$ cat src/rtl/lfsr_pc_pkg.sv
// Shared definitions for the paged program counter.
// Assumes an 8-bit opcode stream and a step field of PAGE_W bits.
package lfsr_pc_pkg;
    localparam int PAGE_W  = 7;   // in-page step field width
    localparam int TGT_W   = 10;  // full width of an assembled branch target
    localparam int OP_W    = 8;   // opcode and parameter byte width
    localparam int SEL_W   = 3;

    typedef enum logic [SEL_W-1:0] {
        PC_ADVANCE = 3'd0,
        PC_JPAGE   = 3'd1,
        PC_JLONG   = 3'd2,
        PC_CALL    = 3'd3,
        PC_RETURN  = 3'd4
    } pc_op_e;

    localparam logic [TGT_W-1:0] WAKE_VEC  = 10'h080;
    localparam logic [TGT_W-1:0] RESET_VEC = 10'h000;
endpackage

$ cat src/rtl/pc_lfsr_step.sv
// One advance of the in-page shift register.
// Assumes ADDR_W >= PAGE_W; page bits pass through untouched.
module pc_lfsr_step #(
    parameter int ADDR_W = 9,
    parameter int PAGE_W = 7
) (
    input  logic [ADDR_W-1:0] cur_addr,
    output logic [ADDR_W-1:0] nxt_addr
);
    logic feed;

    // Feedback bit: 1 when the two lowest bits agree.
    always_comb feed = ~(cur_addr[0] ^ cur_addr[1]);

    generate
        if (ADDR_W > PAGE_W) begin : g_paged
            assign nxt_addr = {cur_addr[ADDR_W-1:PAGE_W], feed, cur_addr[PAGE_W-1:1]};
        end else begin : g_flat
            assign nxt_addr = {feed, cur_addr[PAGE_W-1:1]};
        end
    endgenerate
endmodule

$ cat src/rtl/pc_target_build.sv
// Assembles a long-branch target from scattered opcode and parameter bits:
// bit 9 = opcode bit 1, bit 8 = opcode bit 0, bits 7:0 = parameter byte.
// Assumes 9 <= ADDR_W; bits above TGT_W are zero, excess bits are cut.
module pc_target_build
    import lfsr_pc_pkg::*;
#(
    parameter int ADDR_W = 9
) (
    input  logic [1:0]        op_lo,
    input  logic [OP_W-1:0]   param,
    output logic [ADDR_W-1:0] target
);
    logic [TGT_W-1:0] full_tgt;

    // Field placement of the page and step parts.
    always_comb full_tgt = {op_lo[1], op_lo[0], param[7], param[6:0]};

    generate
        if (ADDR_W >= TGT_W) begin : g_wide
            assign target = {{(ADDR_W-TGT_W){1'b0}}, full_tgt};
        end else begin : g_cut
            assign target = full_tgt[ADDR_W-1:0];
        end
    endgenerate
endmodule

$ cat src/rtl/pc_return_stack.sv
// Circular return-address stack. A push onto a full stack overwrites
// the oldest entry; a pop on an empty stack yields the last value pushed.
// Assumes push and pop are never requested together.
module pc_return_stack #(
    parameter int DEPTH = 4,
    parameter int W     = 9
) (
    input  logic         clk,
    input  logic         rst_n,
    input  logic         push,
    input  logic         pop,
    input  logic [W-1:0] push_data,
    output logic [W-1:0] pop_data
);
    localparam int PTR_W = (DEPTH > 1) ? $clog2(DEPTH) : 1;
    localparam int CNT_W = $clog2(DEPTH + 1);
    localparam logic [PTR_W-1:0] LAST_IDX = PTR_W'(DEPTH - 1);
    localparam logic [CNT_W-1:0] FULL_CNT = CNT_W'(DEPTH);

    logic [W-1:0]     slots [DEPTH];
    logic [PTR_W-1:0] top_idx;
    logic [PTR_W-1:0] up_idx;
    logic [PTR_W-1:0] down_idx;
    logic [CNT_W-1:0] fill;
    logic [W-1:0]     last_pushed;

    // Wrapping neighbour indices of the top slot.
    always_comb begin
        up_idx   = (top_idx == LAST_IDX) ? '0 : top_idx + 1'b1;
        down_idx = (top_idx == '0) ? LAST_IDX : top_idx - 1'b1;
    end

    // Value offered to a return.
    always_comb pop_data = (fill != '0) ? slots[top_idx] : last_pushed;

    // Pointer, fill level and last-push register.
    always_ff @(posedge clk) begin
        if (!rst_n) begin
            top_idx     <= LAST_IDX;
            fill        <= '0;
            last_pushed <= '0;
        end else if (push) begin
            top_idx     <= up_idx;
            last_pushed <= push_data;
            if (fill != FULL_CNT) fill <= fill + 1'b1;
        end else if (pop && fill != '0) begin
            top_idx <= down_idx;
            fill    <= fill - 1'b1;
        end
    end

    // Storage slots, one write port.
    generate
        for (genvar i = 0; i < DEPTH; i++) begin : g_slot
            always_ff @(posedge clk) begin
                if (!rst_n)
                    slots[i] <= '0;
                else if (push && up_idx == PTR_W'(i))
                    slots[i] <= push_data;
            end
        end
    endgenerate
endmodule

$ cat src/rtl/lfsr_paged_pc.sv
// Program counter with a shift-register in-page step, page jumps, long
// jumps, long calls with a circular return stack, returns, and reset and
// wake vectors. Priority: reset, wake, then the selected operation when
// step is high. Assumes op_sel is decoded by the core.
module lfsr_paged_pc
    import lfsr_pc_pkg::*;
#(
    parameter int ADDR_W    = 9,
    parameter int STACK_LVL = 4
) (
    input  logic              clk,
    input  logic              rst_n,
    input  logic              step,
    input  logic [SEL_W-1:0]  op_sel,
    input  logic [OP_W-1:0]   op_code,
    input  logic [OP_W-1:0]   op_param,
    input  logic              wake_req,
    output logic [ADDR_W-1:0] pc_addr
);
    localparam logic [ADDR_W-1:0] WAKE_A  = WAKE_VEC[ADDR_W-1:0];
    localparam logic [ADDR_W-1:0] RESET_A = RESET_VEC[ADDR_W-1:0];

    pc_op_e            sel;
    logic [ADDR_W-1:0] pc_q;
    logic [ADDR_W-1:0] adv_one;
    logic [ADDR_W-1:0] adv_two;
    logic [ADDR_W-1:0] long_tgt;
    logic [ADDR_W-1:0] ret_addr;
    logic [ADDR_W-1:0] pc_d;
    logic              do_push;
    logic              do_pop;

    // Decode the select into the package enum.
    always_comb sel = pc_op_e'(op_sel);

    pc_lfsr_step #(.ADDR_W(ADDR_W), .PAGE_W(PAGE_W)) u_step1 (
        .cur_addr (pc_q),
        .nxt_addr (adv_one)
    );

    pc_lfsr_step #(.ADDR_W(ADDR_W), .PAGE_W(PAGE_W)) u_step2 (
        .cur_addr (adv_one),
        .nxt_addr (adv_two)
    );

    pc_target_build #(.ADDR_W(ADDR_W)) u_tgt (
        .op_lo  (op_code[1:0]),
        .param  (op_param),
        .target (long_tgt)
    );

    // Stack requests, only for a stepped cycle without wake.
    always_comb begin
        do_push = step && !wake_req && (sel == PC_CALL);
        do_pop  = step && !wake_req && (sel == PC_RETURN);
    end

    pc_return_stack #(.DEPTH(STACK_LVL), .W(ADDR_W)) u_stack (
        .clk       (clk),
        .rst_n     (rst_n),
        .push      (do_push),
        .pop       (do_pop),
        .push_data (adv_two),
        .pop_data  (ret_addr)
    );

    // Next-address selection by priority.
    always_comb begin
        pc_d = pc_q;
        if (wake_req) begin
            pc_d = WAKE_A;
        end else if (step) begin
            unique case (sel)
                PC_JPAGE:  pc_d = op_code[7]
                                ? {pc_q[ADDR_W-1:PAGE_W], op_code[PAGE_W-1:0]}
                                : adv_one;
                PC_JLONG,
                PC_CALL:   pc_d = long_tgt;
                PC_RETURN: pc_d = ret_addr;
                default:   pc_d = adv_one;
            endcase
        end
    end

    // Address register.
    always_ff @(posedge clk) begin
        if (!rst_n) pc_q <= RESET_A;
        else        pc_q <= pc_d;
    end

    assign pc_addr = pc_q;
endmodule

$ cat config.mk
export PLATFORM = sky130hd
export DESIGN_NAME = lfsr_paged_pc
export DESIGN_NICKNAME = d
export VERILOG_FILES = /design/src/rtl/lfsr_pc_pkg.sv /design/src/rtl/pc_lfsr_step.sv /design/src/rtl/pc_target_build.sv /design/src/rtl/pc_return_stack.sv /design/src/rtl/lfsr_paged_pc.sv
export SDC_FILE = /design/constraint.sdc
export NUM_CORES = 1
export LEC_CHECK = 0
export BUFFER_PORTS_ARGS = -buffer_cell sky130_fd_sc_hd__buf_2
export CAP_MARGIN = 20
export CORE_ASPECT_RATIO = 1.4
export CORE_UTILIZATION = 50
export CTS_BUF_LIST = sky130_fd_sc_hd__clkbuf_8 sky130_fd_sc_hd__clkbuf_16
export CTS_CLUSTER_SIZE = 20
export DETAILED_ROUTE_END_ITERATION = 6
export PLACE_DENSITY = 0.71
export SLEW_MARGIN = 10
export SYNTH_ARGS = -nofsm -noshare
export SYNTH_HDL_FRONTEND = slang
export SYNTH_SLANG_ARGS = --single-unit
$ cat constraint.sdc
create_clock -name clk -period 6 [get_ports clk]
set_input_delay 0.3 -clock clk [delete_from_list [all_inputs] [get_ports clk]]
set_output_delay 0.3 -clock clk [all_outputs]
set_load 0.01 [all_outputs]
==> results by group, run 1 <==
Synthesis
  • Primary FF master, synth: edfxtp_1
  • Post-synth EDFFs: 36
  • Post-synthesis cell area: 3080 um2
  • Share of the yosys chip area belonging to registers: 51.3%
  • Avg Cell Area, Syn: 10.7 um2
  • Synth area leaders: edfxtp_1, dfxtp_1, mux4_2
  • Yosys top cell by area: edfxtp_1
  • Post-synth top cells: edfxtp_1, nand2_1, and2_1
  • Seq cells post-synth: 61
  • Most common cell in the netlist: edfxtp_1
  • Async SR Flop Fraction: 0%
  • Synth warn: 0
  • Syn nets: 318
  • Distinct cells, synth: 43
  • Cells after synthesis: 288
  • Post-synth top area share: 35.1%

Clocking
  • Clock buffer depth: 2
  • CTS resizes: 0
  • CTS hold repair buffers: 0
  • CTS tree: built
  • Htree depth: 3
  • CTS root buffer: clkbuf_8
  • Post-CTS setup buffers: 0
  • Reg clk slew, reported paths: 0.07 ns
  • Clk_lat worst skew: 0.34 ns
  • CTS Buf Count: 9
  • Clock sink total: 61

Power and ir drop
  • Lkg Pwr: 0.00138 uW
  • Power per Cell Area: 265 nW/um2
  • Max IR drop VDD: 0.152 mV

Min path
  • WHS Path Cells: 3
  • Worst hold path type: in -> reg

Layout
  • Share of cells above drive strength 1: 19.0%
  • Area of the multi-input gates: 1390 um2
  • Synth-to-Final Area Change: 11.9%
  • # diodes: 0
  • Nets@finish: 340
  • Storage cell area: 1580 um2
  • Filler instances: 513

Worst setup path
  • Crit path buffers/inverters: 2
  • Critical Path AT: 3.11 ns
  • Crit Path Max Fanout: 25
  • Startpoint Class: input pin
  • Required @ worst endpoint: 6.29 ns
  • WP depth: 8
  • Critical Path End Type: register
  • Worst-path cell chain: buf_2, nor2b_1, and2_1, inv_1, fa_1, or3_1, a21oi_1, o221a_2
  • Worst path max stage delay: 0.64 ns
  • Crit path max-delay cell type: and2_1
  • Cell family with most CP delay: simple AND/OR/NAND/NOR gates
  • Worst Path Class, Setup: in -> reg
  • Worst r2r path cells: 3

Routing
  • Post-route antenna net violation count: 0
  • DRT iter0 DRCs: 191
  • Routed WL: 6.96 mm
  • Vias per Instance: 5.84
  • Drt pass-1 iters: 4
  • Residual DRC: 0
  • Via count: 2247
  • Routed length per instance: 18.1 um

STA
  • Final Hold Viols: 0
  • Slew headroom: 48.3%
  • Measured slew at the worst slew-check pin: 0.770 ns
  • Final Cycle Share: 47.1%
  • Final period demand of the worst path: 2.83 ns
  • Final Slew Violations: 0
  • Post-route setup TNS: 0 ns
  • Hold WS: 0.286 ns
  • Clock skew: 0.0104 ns
  • Final setup fails: 0
  • RSZ-0062 raised after global routing: no
  • Fmax: 354 MHz

Placed design
  • Post-DP HPWL: 4.98 mm
  • Port bufs: 31
  • Routability-driven placement congestion ratio: 0.792

Flow run
  • Max_cap viols: 0

Floorplan
  • Die height: 94.9 um
  • IO Count: 32
  • Core footprint: 5900 um2
  • Num rows: 33
  • Die Wd: 68.4 um
  • Die area: 6490 um2
  • Starting Density: 52.2%

Outcome
  • Run status: complete, no violations

GRT
  • Gr ovfl total: 0
  • First-pass GRT wire length: 10.8 mm
  • Vias in the first global route: 2281
  • All-Layer GR Usage: 23.9%
  • Largest net degree at the start of global routing: 26
  • Initial antenna violation count: 0
[worst min-delay path: cells and delay by family]
family | cells | cell delay, ns
buffers and inverters | 1 | 0.08
AOI/OAI and AO/OA | 2 | 0.19
[sequential cells by signal, indices dropped and copies added (netlist names), named ones only]
name and cells:
u_stack.slots 36, pc_addr 9, u_stack.top_idx 2, u_stack.last_pushed 9, u_stack.fill 3
[where the power goes]
group | internal (uW) | switching [uW]
clock network | 220 | 156
logic | 29.9 | 41.4
registers | 455 | 12.5
total | 705 | 209
[layer usage]
layer  GRT usage, %  vias up  wire (um)
met3           5.80       17        246
met5              0        -          0
met2           40.0       67       3540
met1           26.3     1068       2960
li1               -     1095          -
met4           14.8        0        218
[cell usage in the layout, fill, tap and decap left out, types with 6 or more instances in the layout]
cell type / count
edfxtp_1: 36
ha_1: 6
dfxtp_1: 25
buf_2: 31
o21ai_0: 11
mux2i_1: 9
a21oi_1: 25
mux4_2: 9
and2_1: 26
inv_1: 7
clkbuf_8: 11
nor2_1: 16
nand2_1: 35
a222oi_1: 7
o221ai_1: 6
nor2b_1: 8
[metrics by stage]
stage / power, uW / setup slack [ns] / util, % / instances / area, um2
6_report: 915 / 3.17 / 58.4 / 385 / 3450
5_1_grt: 943 / 2.95 / 58.4 / 385 / 3450
4_1_cts: 919 / 3.20 / 58.4 / 385 / 3450
3_5_place_dp: 548 / 2.85 / 54.8 / 369 / 3230
3_3_place_gp: 547 / 2.94 / 54.8 / 369 / 3230
2_1_floorplan: 523 / 3.68 / - / 288 / 3080
[final cells by class]
| class | instances | area share [%] |
|---|---|---|
| Timing Repair Buffer | 31 | 4.50 |
| Clock inverter | 3 | 0.399 |
| Multi-Input combinational cell | 201 | 40.2 |
| Inverter | 6 | 0.653 |
| Sequential cell | 61 | 45.9 |
| Tap cell | 70 | 2.54 |
| Clock buffer | 13 | 5.84 |
[final timing paths]
path                                         end                                start  slack [ns]
max                 u_stack.fill[2]$_SDFFE_PN0P_                                 step        3.17
min                      pc_addr[7]$_SDFFE_PN0P_                          op_param[7]        0.29
max reg2reg              pc_addr[2]$_SDFFE_PP0P_                             register        4.05
min reg2reg  u_stack.last_pushed[8]$_SDFFE_PN0P_  u_stack.last_pushed[8]$_SDFFE_PN0P_        0.46
[kinds of logic after synthesis]
family | after synthesis | synth area share, %
XOR/XNOR | 3 | 0.852
adder cells (fa/ha/maj) | 7 | 3.08
buffers and inverters | 26 | 3.73
flip-flops | 61 | 51.3
multiplexers | 18 | 9.50
AO/OA/AOI/OAI | 63 | 13.5
AND/OR/NAND/NOR | 110 | 18.0
(Power assumes the default switching activity.)
==> inputs of run 2 (changes only) <==
- clock period: 6 -> 2.75 ns (I/O delays scaled with it)
==> run 2 against run 1 <==
Net effect:
- worst hold slack got worse by 0.17 ns
- sequential share of layout area fell by 0.61 points
- largest power group unchanged
- critical path depth decreased by 5
- sequential cell count is the same
- critical endpoint is now pc_addr[7]$_SDFFE_PN0P_
- core utilization up 0.78 points
- highest routed layer unchanged
- critical path type is now reg -> reg
- global-route usage is 1.6 points lower
==> results by group, run 2 (synthesis gave the netlist of run 1 again) <==
Floorplan
  • Die area: 6490 um2 (unchanged)
  • Starting Density: 52.2% (unchanged)
  • IO Count: 32 (unchanged)
  • Core footprint: 5900 um2 (unchanged)
  • Num rows: 33 (unchanged)
  • Die height: 94.9 um (unchanged)
  • Die Wd: 68.4 um (unchanged)

Layout
  • Filler instances: 483 (-5.8%)
  • Largest register by flop count: u_stack.slots
  • Number of flip-flops under the largest register name: 36 (unchanged)
  • Synth-to-Final Area Change: 13.4%
  • # diodes: 0 (unchanged)
  • Share of cells above drive strength 1: 19.9% (+0.83 points)
  • Nets@finish: 342 (+0.59%)
  • Area of the multi-input gates: 1390 um2 (unchanged)
  • Most common cell after layout, fill and taps aside: edfxtp_1
  • Most frequent cells in the layout: edfxtp_1, nand2_1, buf_2
  • Storage cell area: 1580 um2 (unchanged)

Clocking
  • Clk_lat worst skew: 0.34 ns (about the same)
  • CTS Buf Count: 9 (unchanged)
  • CTS resizes: 0 (unchanged)
  • Clock buffer depth: 2 (unchanged)
  • Reg clk slew, reported paths: 0.07 ns (about the same)
  • Post-CTS setup buffers: 0 (unchanged)
  • CTS root buffer: clkbuf_8
  • CTS hold repair buffers: 0 (unchanged)
  • Htree depth: 3 (unchanged)
  • Clock sink total: 61 (unchanged)
  • CTS tree: built

Worst setup path
  • Cell family with most CP delay: flip-flops
  • Crit Path Max Fanout: 9 (-64%)
  • Critical Path AT: 2.04 ns (-1.07 ns)
  • Critical Path End Type: register
  • Worst-path cell chain: mux4_2, a222oi_1, o22ai_1
  • Required @ worst endpoint: 2.97 ns (-3.32 ns)
  • Worst path max stage delay: 0.69 ns (+0.05 ns)
  • Startpoint Class: register
  • Worst Path Class, Setup: reg -> reg
  • Crit path max-delay cell type: dfxtp_1
  • Crit path buffers/inverters: 0 (-2)

Power and ir drop
  • Total power: 2150 uW (+140%)
  • Power per Cell Area: 616 nW/um2 (+130%)
  • Lkg Pwr: 0.00139 uW (+0.63%)
  • Max IR drop VDD: 0.366 mV (+140%)

Routing
  • Residual DRC: 0 (unchanged)
  • Via count: 2302 (+2.4%)
  • Drt pass-1 iters: 5 (+1)
  • Post-route antenna net violation count: 0 (unchanged)
  • Vias per Instance: 5.95 (+1.9%)
  • DRT iter0 DRCs: 158 (-17%)
  • Routed length per instance: 17.0 um (-5.7%)
  • Routed WL: 6.59 mm (-5.2%)

Placed design
  • Routability-driven placement congestion ratio: 0.789 (-0.34%)
  • Post-DP HPWL: 4.94 mm (-0.78%)
  • Port bufs: 31 (unchanged)

STA
  • Final Hold Viols: 0 (unchanged)
  • Fmax: 547 MHz
  • Post-route setup TNS: 0 ns (unchanged)
  • Final period demand of the worst path: 1.83 ns
  • Final setup fails: 0 (unchanged)
  • Final Cycle Share: 66.4%
  • Measured slew at the worst slew-check pin: 0.683 ns (-0.0870 ns)
  • RSZ-0062 raised after global routing: no
  • Final Slew Violations: 0 (unchanged)
  • Clock skew: 0.00758 ns (-0.00286 ns)
  • Slew headroom: 54.0% (+5.7 points)

GRT
  • All-Layer GR Usage: 22.3% (-1.6 points)
  • Largest net degree at the start of global routing: 25 (-3.8%)
  • Vias in the first global route: 2158 (-5.4%)
  • Initial antenna violation count: 0 (unchanged)
  • Gr ovfl total: 0 (unchanged)
  • First-pass GRT wire length: 10.2 mm (-4.9%)

Outcome
  • Run status: complete, no violations

Min path
  • Worst hold path type: in -> reg
  • Hold path start: op_param[7]

Flow run
  • Max_cap viols: 0 (unchanged)
[run 2: where the power goes]
| group | internal (uW) | total, uW | switching [uW] | leakage (uW) |
|---|---|---|---|---|
| sequential | 993 | 1020 | 26.2 | 0.000575 |
| clock | 606 | 978 | 372 | 0.000116 |
| combinational | 65.8 | 156 | 90.3 | 0.000702 |
[run 2: worst paths after layout]
path | end | slack (ns) | cells past startpoint
worst max-delay path | pc_addr[7]$_SDFFE_PN0P_ | 0.92 | 3
worst min-delay path | pc_addr[7]$_SDFFE_PN0P_ | 0.12 | 3
worst max register to register | pc_addr[7]$_SDFFE_PN0P_ | 0.92 | 3
worst min register to register | u_stack.last_pushed[6]$_SDFFE_PN0P_ | 0.46 | 2
[run 2: through the flow]
step / setup slack [ns] / hold WS [ns] / utilization (%) / instance area (um2) / instances
final: 0.923 / 0.120 / 59.2 / 3490 / 387
after global routing: 0.774 / 0.125 / 59.2 / 3490 / 387
after CTS: 0.892 / 0.106 / 59.2 / 3490 / 387
after detailed placement: 0.688 / 0.446 / 55.0 / 3250 / 371
after global placement: 0.753 / 0.441 / 55.0 / 3250 / 371
after floorplan: 0.593 / 0.321 / - / 3080 / 288
[run 2: layer usage]
metal	global-route usage [%]	part of all wire [%]	vias to the layer above
met5	0	0	-
met4	13.7	3.8	0
met3	4.71	4.7	22
met2	39.7	53	94
met1	22.9	39	1086
li1	-	-	1100
[run 2: final cells by class]
| type | count | area share [%] |
|---|---|---|
| Clock buffer | 9 | 3.54 |
| Clock inverter | 7 | 3.51 |
| Inverter | 6 | 0.644 |
| Multi-Input combinational cell | 201 | 39.7 |
| Sequential cell | 61 | 45.3 |
| Tap cell | 70 | 2.51 |
| Timing Repair Buffer | 33 | 4.87 |
[run 2: tightest hold or removal path: stages]
cell and delay [ns]:
buf_2 0.08, a222oi_1 0.08, o22ai_1 0.11
==> inputs of run 3 (changes only) <==
- ABC_AREA: default -> 1
- PLACE_DENSITY: 0.71 -> 0.74
- clock period: 2.75 -> 1.6 ns (I/O delays scaled with it)
==> run 3 against run 2 <==
Net effect:
- sequential power up 70%
- via count up 21%
- worst hold slack got worse by 0.076 ns
- largest cell class unchanged
- sequential cell count did not move
- total power up 59%
- global-route usage grew 2.2 points
- non-clock buffer count increased by 13
- first-iteration DRC count rose by 20%
- final area is 7.3% higher
- critical endpoint is now pc_addr[6]$_SDFFE_PP0P_
- clock power grew 35%
==> results by group, run 3 <==
Outcome
  • Run status: complete, no violations

GRT
  • All-Layer GR Usage: 24.5% (+2.2 points)
  • Met1 global-route usage: 29.7% (+6.7 points)
  • Vias in the first global route: 2820 (+31%)
  • Initial antenna violation count: 0 (unchanged)
  • First-pass GRT wire length: 13.2 mm (+29%)
  • Gr ovfl total: 0 (unchanged)
  • Met3 usage: 3.63% (-1.1 points)
  • Busiest metal layer after global routing: met2
  • Met2 Track Usage GR: 42.2% (+2.5 points)
  • Largest net degree at the start of global routing: 19 (-24%)

Layout
  • Area of the multi-input gates: 1450 um2 (+4.6%)
  • Share of cells above drive strength 1: 19.0% (-0.92 points)
  • Most frequent cells in the layout: nand2_1, nor2_1, edfxtp_1
  • Storage cell area: 1580 um2 (unchanged)
  • Filler instances: 550 (+14%)
  • Synth-to-Final Area Change: 14.7%
  • Number of flip-flops under the largest register name: 36 (unchanged)
  • Most common cell after layout, fill and taps aside: nand2_1
  • Largest register by flop count: u_stack.slots
  • Nets@finish: 484 (+42%)
  • # diodes: 0 (unchanged)

Synthesis
  • Post-synth top cells: nand2_1, nor2_1, edfxtp_1
  • Cells after synthesis: 410 (+42%)
  • Simple-gate share of the synthesized area: 32.6% (+15 points)
  • Synth warn: 0 (unchanged)
  • Avg Cell Area, Syn: 7.97 um2 (-26%)
  • Most common cell in the netlist: nand2_1
  • Largest family of logic cells by synthesized area: simple AND/OR/NAND/NOR gates
  • Synth area leaders: edfxtp_1, nand2_1, dfxtp_1
  • Distinct cells, synth: 31 (-28%)
  • XOR/XNOR Fraction of Synth Area: 0.536% (-0.32 points)
  • Primary FF master, synth: edfxtp_1
  • Syn nets: 440 (+38%)
  • Compound-Gate Fraction of Synth Area: 8.12% (-5.4 points)
  • Yosys top cell by area: edfxtp_1
  • Share of the yosys chip area belonging to registers: 48.4% (-2.9 points)
  • Synth Area in Adders: 2.91% (-0.17 points)
  • Async SR Flop Fraction: 0% (unchanged)
  • Mux contribution to synthesized area: 0% (-9.5 points)
  • Post-synth EDFFs: 36 (unchanged)
  • Seq cells post-synth: 61 (unchanged)
  • Post-synth top area share: 33.1% (-2.0 points)
  • Post-synthesis cell area: 3270 um2 (+6.0%)

Placed design
  • Post-DP HPWL: 5.68 mm (+15%)
  • Routability-driven placement congestion ratio: 0.818 (+3.6%)
  • Port bufs: 31 (unchanged)

Power and ir drop
  • Lkg Pwr: 0.00171 uW (+22%)
  • Sequential share of power: 50.7% (+3.4 points)
  • Clk pwr share: 38.7% (-6.7 points)
  • Net Switching: 871 uW (+78%)
  • Max IR drop VDD: 0.532 mV (+46%)
  • P_int: 2550 uW (+53%)
  • Power per Cell Area: 912 nW/um2 (+48%)
  • Comb power frac: 10.5% (+3.3 points)
  • Net Sw Frac: 25.5% (+2.8 points)

STA
  • Final Cycle Share: 90.1% (+24 points)
  • Clock skew: 0.00577 ns (-0.00181 ns)
  • Fmax: 694 MHz (+27%)
  • Post-route setup TNS: 0 ns (unchanged)
  • Final period demand of the worst path: 1.44 ns (-0.386 ns)
  • Measured slew at the worst slew-check pin: 0.399 ns (-0.285 ns)
  • Hold WS: 0.0438 ns (-0.0758 ns)
  • Final setup fails: 0 (unchanged)
  • Slew headroom: 73.3% (+19 points)
  • Final Slew Violations: 0 (unchanged)
  • Final Hold Viols: 0 (unchanged)
  • RSZ-0062 raised after global routing: no

Floorplan
  • Die height: 97.7 um (+2.9%)
  • Die area: 6870 um2 (+5.9%)
  • Core footprint: 6250 um2 (+5.9%)
  • Starting Density: 52.3% (about the same)
  • Num rows: 34 (+3.0%)
  • IO Count: 32 (unchanged)
  • Die Wd: 70.3 um (+2.9%)

Flow run
  • Max_cap viols: 0 (unchanged)

Worst setup path
  • Crit path buffers/inverters: 2 (+2)
  • Critical Path End Type: register
  • Worst-path cell chain: clkinv_1, nand3_1, nand3_1, nand2_1, nand2_1, nand3_1, nand2_1, inv_1
  • Worst path max stage delay: 0.44 ns (-0.25 ns)
  • Required @ worst endpoint: 1.88 ns (-1.09 ns)
  • Worst Path Class, Setup: reg -> reg
  • Crit Path Max Fanout: 9 (unchanged)
  • Startpoint Class: register
  • Crit path max-delay cell type: dfxtp_1
  • Cell family with most CP delay: simple AND/OR/NAND/NOR gates
  • Critical Path AT: 1.72 ns (-0.32 ns)

Routing
  • Via count: 2787 (+21%)
  • Post-route antenna net violation count: 0 (unchanged)
  • Routed length per instance: 14.4 um (-15%)
  • Drt pass-1 iters: 5 (unchanged)
  • DRT iter0 DRCs: 190 (+20%)
  • Vias per Instance: 5.25 (-12%)
  • Residual DRC: 0 (unchanged)
  • Routed WL: 7.66 mm (+16%)

Clocking
  • Post-CTS setup buffers: 0 (unchanged)
  • Clock buffer depth: 2 (unchanged)
  • CTS tree: built
  • CTS root buffer: clkbuf_8
  • CTS resizes: 0 (unchanged)
  • Htree depth: 3 (unchanged)
  • Reg clk slew, reported paths: 0.07 ns (about the same)
  • Clk_lat worst skew: 0.34 ns (about the same)
  • CTS hold repair buffers: 0 (unchanged)
  • Clock sink total: 61 (unchanged)
  • CTS Buf Count: 9 (unchanged)

Min path
  • Hold path start: rst_n
  • Worst hold path type: in -> reg
-- run 3: per-stage QoR --
stage	instance area (um2)	power (uW)	setup WS [ns]	util [%]	std cells
after floorplan	3270	2000	0.238	-	410
after global placement	3560	2120	0.0545	56.9	515
after detailed placement	3560	2130	-0.0393	56.9	515
after CTS	3750	3420	0.172	60.0	531
after global routing	3750	3530	0.00535	60.0	531
final	3750	3420	0.159	60.0	531
-- run 3: cell type report --
type	count	area share, %
flip-flops and latches	61	42.2
repair buffers	46	8.14
clock buffers	9	3.30
multi-input cells	301	38.7
well taps	72	2.40
inverters	35	3.50
clock inverters	7	1.80
-- run 3: cell families (layout without fill, tap and decap cells) --
logic type | after synthesis | in the layout
AND/OR/NAND/NOR | 250 | 250
flip-flops | 61 | 61
buffers and inverters | 48 | 97
AO/OA/AOI/OAI | 42 | 42
adder cells (fa/ha/maj) | 7 | 7
XOR/XNOR | 2 | 2
-- run 3: power by group through the flow --
stage	sequential, uW	clock [uW]	combinational (uW)
after floorplan	1770	0	231
after global placement	1770	0	353
after detailed placement	1770	0	360
after CTS	1730	1330	362
after global routing	1740	1390	403
final	1730	1320	360
-- run 3: path summary, 6_finish.rpt --
| check | to | slack [ns] | cells after the start |
|---|---|---|---|
| worst max-delay path | pc_addr[6]$_SDFFE_PP0P_ | 0.16 | 8 |
| worst min-delay path | u_stack.top_idx[0]$_SDFFE_PN1N_ | 0.04 | 2 |
| worst min register to register | pc_addr[4]$_SDFFE_PP0P_ | 0.51 | 2 |
| worst max register to register | pc_addr[6]$_SDFFE_PP0P_ | 0.16 | 8 |
-- run 3: layer usage --
metal  share of wire, %  routed length, um  vias to the layer above
met3                4.0                309                       22
li1                   -                  -                     1409
met1                 40               3100                     1282
met4                3.1                234                        0
met2                 52               4020                       74
met5                  0                  0                        -
-- run 3: worst reg2reg max path, stage by stage (launching register included) --
cell and delay (ns):
dfxtp_1 0.44, clkinv_1 0.31, nand3_1 0.20, nand3_1 0.09, nand2_1 0.11, nand2_1 0.07, nand3_1 0.08, nand2_1 0.05
inv_1 0.05
